[config.mk]
export PLATFORM = sky130hd
export DESIGN_NAME = rate_led_counter
export DESIGN_NICKNAME = d
export VERILOG_FILES = /design/src/rtl/rate_pkg.sv /design/src/rtl/rate_cmd_decode.sv /design/src/rtl/rate_prescaler.sv /design/src/rtl/led_step_counter.sv /design/src/rtl/rate_led_counter.sv
export SDC_FILE = /design/constraint.sdc
export NUM_CORES = 1
export LEC_CHECK = 0
export BUFFER_PORTS_ARGS = -buffer_cell sky130_fd_sc_hd__clkbuf_2
export CAP_MARGIN = 5
export CORE_MARGIN = 4
export CORE_UTILIZATION = 35
export DETAILED_ROUTE_END_ITERATION = 8
export GPL_TIMING_DRIVEN = 1
export PLACE_DENSITY = 0.52
export SYNTH_ARGS = -nofsm -noshare
export SYNTH_HDL_FRONTEND = slang
export SYNTH_SLANG_ARGS = --single-unit
[constraint.sdc]
create_clock -name clk -period 2.4 [get_ports clk]
set_input_delay 0 -clock clk [delete_from_list [all_inputs] [get_ports clk]]
set_output_delay 0 -clock clk [all_outputs]
set_load 0.02 [all_outputs]
[src/rtl/rate_pkg.sv]
package rate_pkg;
  localparam int TAP_FIELD_W = 8;
  localparam logic [7:0] KEY_FIRST = 8'h31;

  function automatic int tap_at(input logic [63:0] taps, input int idx);
    return int'(taps[idx*TAP_FIELD_W +: TAP_FIELD_W]);
  endfunction
endpackage

[src/rtl/rate_cmd_decode.sv]
module rate_cmd_decode #(
  parameter int NUM_RATES = 5,
  parameter logic [7:0] KEY_BASE = rate_pkg::KEY_FIRST,
  localparam int SEL_W = $clog2(NUM_RATES)
) (
  input  logic             clk,
  input  logic             rst,
  input  logic [7:0]       cmd_byte,
  input  logic             cmd_valid,
  output logic [SEL_W-1:0] sel_q
);
  logic [7:0] idx;
  logic       hit;

  assign idx = cmd_byte - KEY_BASE;
  assign hit = cmd_valid && (idx < 8'(NUM_RATES));

  always_ff @(posedge clk or posedge rst) begin
    if (rst) sel_q <= SEL_W'(NUM_RATES - 1);
    else if (hit) sel_q <= idx[SEL_W-1:0];
  end

  AST_SEL_LEGAL: assert property (@(posedge clk) disable iff (rst)
    sel_q < SEL_W'(NUM_RATES));
  AST_KEY_LOADS: assert property (@(posedge clk) disable iff (rst)
    (cmd_valid && cmd_byte >= KEY_BASE && cmd_byte < KEY_BASE + 8'(NUM_RATES))
      |=> (8'(sel_q) == $past(cmd_byte) - KEY_BASE));
  AST_BAD_KEY_KEEPS: assert property (@(posedge clk) disable iff (rst)
    (cmd_valid && (cmd_byte < KEY_BASE || cmd_byte >= KEY_BASE + 8'(NUM_RATES)))
      |=> $stable(sel_q));
  AST_NO_STROBE_KEEPS: assert property (@(posedge clk) disable iff (rst)
    !cmd_valid |=> $stable(sel_q));
endmodule

[src/rtl/rate_prescaler.sv]
module rate_prescaler #(
  parameter int NUM_RATES = 5,
  parameter logic [63:0] TAPS = {24'd0, 8'd26, 8'd25, 8'd24, 8'd23, 8'd3},
  parameter int PRE_W = 26,
  localparam int SEL_W = $clog2(NUM_RATES)
) (
  input  logic             clk,
  input  logic             rst,
  input  logic [SEL_W-1:0] sel,
  output logic             tick
);
  logic [PRE_W-1:0]     pre_q;
  logic [NUM_RATES-1:0] tap_hit;

  always_ff @(posedge clk or posedge rst) begin
    if (rst) pre_q <= '0;
    else pre_q <= pre_q + 1'b1;
  end

  for (genvar i = 0; i < NUM_RATES; i++) begin : g_tap
    localparam int T = rate_pkg::tap_at(TAPS, i);
    assign tap_hit[i] = &pre_q[T-1:0];
  end

  assign tick = tap_hit[sel];

  AST_PRE_FREE_RUN: assert property (@(posedge clk) disable iff (rst)
    1'b1 |=> (pre_q == $past(pre_q) + 1'b1));
endmodule

[src/rtl/led_step_counter.sv]
module led_step_counter #(
  parameter int CNT_W = 4
) (
  input  logic             clk,
  input  logic             rst,
  input  logic             step,
  output logic [CNT_W-1:0] count_q
);
  always_ff @(posedge clk or posedge rst) begin
    if (rst) count_q <= '0;
    else if (step) count_q <= count_q + 1'b1;
  end

  AST_HOLD_NO_TICK: assert property (@(posedge clk) disable iff (rst)
    !step |=> $stable(count_q));
  AST_STEP_ONE: assert property (@(posedge clk) disable iff (rst)
    step |=> (count_q == CNT_W'($past(count_q) + 1'b1)));
  AST_WRAP_ZERO: assert property (@(posedge clk) disable iff (rst)
    (step && count_q == '1) |=> (count_q == '0));
endmodule

[src/rtl/rate_led_counter.sv]
module rate_led_counter #(
  parameter int NUM_RATES = 5,
  parameter int CNT_W = 4,
  parameter logic [7:0] KEY_BASE = rate_pkg::KEY_FIRST,
  parameter logic [63:0] TAPS = {24'd0, 8'd26, 8'd25, 8'd24, 8'd23, 8'd3}
) (
  input  logic       clk,
  input  logic       rst,
  input  logic [7:0] cmd_byte,
  input  logic       cmd_valid,
  output logic [3:0] led_count,
  output logic [2:0] rate_sel
);
  function automatic int widest_tap(input logic [63:0] t);
    int m = 1;
    for (int i = 0; i < NUM_RATES; i++)
      if (rate_pkg::tap_at(t, i) > m) m = rate_pkg::tap_at(t, i);
    return m;
  endfunction

  localparam int PRE_W = widest_tap(TAPS);
  localparam int SEL_W = $clog2(NUM_RATES);

  logic [SEL_W-1:0] sel;
  logic             tick;
  logic [CNT_W-1:0] cnt;

  rate_cmd_decode #(.NUM_RATES(NUM_RATES), .KEY_BASE(KEY_BASE)) u_decode (
    .clk(clk), .rst(rst), .cmd_byte(cmd_byte), .cmd_valid(cmd_valid), .sel_q(sel));

  rate_prescaler #(.NUM_RATES(NUM_RATES), .TAPS(TAPS), .PRE_W(PRE_W)) u_pre (
    .clk(clk), .rst(rst), .sel(sel), .tick(tick));

  led_step_counter #(.CNT_W(CNT_W)) u_cnt (
    .clk(clk), .rst(rst), .step(tick), .count_q(cnt));

  assign led_count = 4'(cnt);
  assign rate_sel  = 3'(sel);

  AST_RESET_VALUES: assert property (@(posedge clk)
    $fell(rst) |-> (led_count == 4'd0 && rate_sel == 3'(NUM_RATES - 1)));
endmodule

==> flow_summary.ini <==
[cts]
numCtsBuffers = 5
cts_max_level = 2
postCtsSetupBuffers = 0
cts_buffer_depth = 2
clock-sinks = 33
path_clk_slew_ns = 0.07
tritoncts = yes
clk-insertion-delay-late_ns = 0.28
cts_root_buf = clkbuf_8

[placed_design]
gp_congestion = 0.8693
place_ws_ns = 0.3396
place.port_buffers = 17
placed_cells = 256
hpwlAfterDp_um = 2674

[route]
wire_per_inst_um = 13.74
top_layer = met4
route.detailed.drc = 0
postRouteAntennaNets = 0
wl_met1_um = 1693
met3_length_um = 114
avgViaCountPerCell = 5.291
first_pass_iters = 4
vias = 1402
route.met2.wl_um = 1772
drt_iter0_markers = 37
wirelength_um = 3641

[yosys]
synth_area_mm2 = 0.001783
syn_inst = 172
synth-seq-cells = 33
post_synth_num_cell_types = 41
synth.area.top_cells = dfrtp_1, xnor2_1, nand3_1
avgSynthCellArea_um2 = 10.37
yosysTopAreaCellShare_pct = 44.91
ys.flop_type = dfrtp_1
syn_nets = 188
ys_seq_area_share_pct = 46.39
yosysWarnings = 0
synth_area_leader_cell = dfrtp_1
synth_edf_count = 0
synthArstFlopShare_pct = 100.0

[pwr]
clock_power_share_pct = 36.5
sw_frac_of_total_pct = 25.65
seq_power_share_pct = 51.5
p_sw_w = 0.0002996
power_leakage_nw = 0.9490
share_comb_of_total_power_pct = 12.0
powerDensity_mw_per_mm2 = 566.9
vdd_drop_max_mv = 0.2792
internal_power_w = 0.0008685

[critical_path]
required_ns = 2.57
worstPathMaxFanout = 8
worst-setup-path-type = register to register
cp-end-kind = register
worstSetupStartpointType = register
arrival_ns = 2.21

[sta]
setup_tns_ns = 0
finalClockSkew_ns = 0.005948
tightest_slew_ns = 0.6105
setup_violations = 0
drv_slew = 0
post-route-min-period_ns = 2.049
fin_crit_sh_pct = 85.39
rsz0062_at_grt = false
finalWorstSetupSlack_ns = 0.3507
max_freq_mhz = 488.0
hold_viol = 0
relSlewSlack_pct = 58.73

[cells_and_area]
fin_cells = 265
final-seq-area_um2 = 827.0
fillers = 491
syn2layout_area_growth_pct = 15.58
multi_input_area_um2 = 904.6
diodes = 0
drive_above_1_share_pct = 16.67
finalNetCount = 213

[global_route]
grt.overflow.total = 0
grt_max_degree = 34
grt_pass1_wl_um = 6251
grt_pass1_vias = 1371
antenna_found_initial = 0
grtUsageTotal_pct = 12.73

[die]
fp.dieW_um = 79.38
io_pins = 18
row_count = 25
die-area_mm2 = 0.006300
floorplan.initialDensity_pct = 37.01
coreArea_mm2 = 0.004817
die_height_um = 79.38

[flow_run]
drv_cap = 0

[status]
status = complete, no violations

[min_path]
min_path_type = primary input to register
stage by stage:
stage               hold WS [ns]  cell area [um^2]  total power, W  utilization (%)
CTS                      0.06914              2061        0.001190            42.78
floorplan                 0.1282              1783       0.0006968                -
global route             0.09122              2061        0.001239            42.78
finish                   0.08451              2061        0.001168            42.78
global placement         0.09328              1961       0.0007450            40.70
detailed placement        0.1043              1961       0.0007517            40.70
layout by cell type (no fill, tap or decap), types with 2 or more instances in the layout:
cell       instances
o211ai_1           5
xnor2_1           20
buf_4              3
clkbuf_2          17
and3_1             2
ha_1               5
nor3b_1            2
xor2_1             4
o211a_1            3
nand3_1           13
nand4_1            9
o2111ai_1          3
inv_1             10
nor3_1             5
mux2_2             2
nand4bb_1          2
nand2_1           14
clkbuf_8           6
nor2b_1            3
nor2_1            11
or3_1              4
dfrtp_1           32
clkbuf_1           2
synth_stat cells (all sizes together), types with 2 or more instances:
library cell and n:
and3 2, buf 2, dfrtp 32, ha 5
inv 10, mux2 2, nand2 14, nand3 13
nand4 10, nand4bb 2, nor2 11, nor2b 3
nor3 5, nor3b 2, nor4 3, o2111ai 3
o211a 3, o211ai 5, or3 4, xnor2 20
xor2 4
per-layer routing:
layer / vias up / GRT usage, %
met5: - / 0
met4: 0 / 5.670
met3: 8 / 3.612
met2: 22 / 21.30
met1: 698 / 15.16
li1: 674 / -
cells by family (layout without fill, tap and decap cells):
| group | Yosys count | in the layout | share of synthesized area [%] |
|---|---|---|---|
| fa+ha+maj | 5 | 5 | 3.509 |
| simple gates | 77 | 77 | 25.33 |
| mux | 3 | 3 | 1.824 |
| compound gates | 17 | 17 | 8.281 |
| xor+xnor | 24 | 24 | 11.79 |
| buf+inv | 13 | 39 | 2.877 |
| flops | 33 | 33 | 46.39 |
sequential cells by signal, indices dropped and copies added, names as in the netlist:
name and flops:
u_pre.pre_q 26, u_cnt.count_q 4, u_decode.sel_q 3
worst max-delay path, cell delays in order, from the launching register on:
cell	delay (ns)
dfrtp_1	0.39
ha_1	0.22
ha_1	0.17
or4b_1	0.58
o211ai_1	0.16
o211ai_1	0.11
or3_1	0.30
what timing repair did:
| item | in CTS | in global routing |
|---|---|---|
| setup endpoints to repair | 0 | 0 |
| hold buffers | 1 | 0 |
| endpoints found under the hold margin | 32 | 0 |
| gates resized for setup | 0 | 0 |
power by group through the flow:
stage	sequential, W	clock (W)	combinational [W]
final	0.000601	0.000427	0.000140
after global routing	0.000604	0.000480	0.000156
after CTS	0.000601	0.000447	0.000142
after detailed placement	0.000611	0	0.000140
after global placement	0.000610	0	0.000135
after floorplan	0.000626	0	0.0000709
path summary, 6_finish.rpt:
path,slack [ns],startpoint,cells after the start,endpoint
max,0.35,u_pre.pre_q[0],6,u_cnt.count_q[0]
min,0.08,cmd_byte[0],3,u_decode.sel_q[0]
max reg2reg,0.35,u_pre.pre_q[0],6,u_cnt.count_q[0]
min reg2reg,0.48,u_pre.pre_q[25],1,u_pre.pre_q[25]
max in group asynchronous,1.73,rst,4,u_decode.sel_q[2]
min in group asynchronous,0.34,rst,4,u_pre.pre_q[2]
cell type report:
cell class / instances / share of cell area (%)
multi-input combinational: 126 / 43.90
sequential: 33 / 40.13
timing repair buffer: 21 / 5.707
clock buffer: 8 / 4.372
tap: 67 / 4.068
inverter: 10 / 1.821
Note: power is estimated with default switching activity, not from simulation.
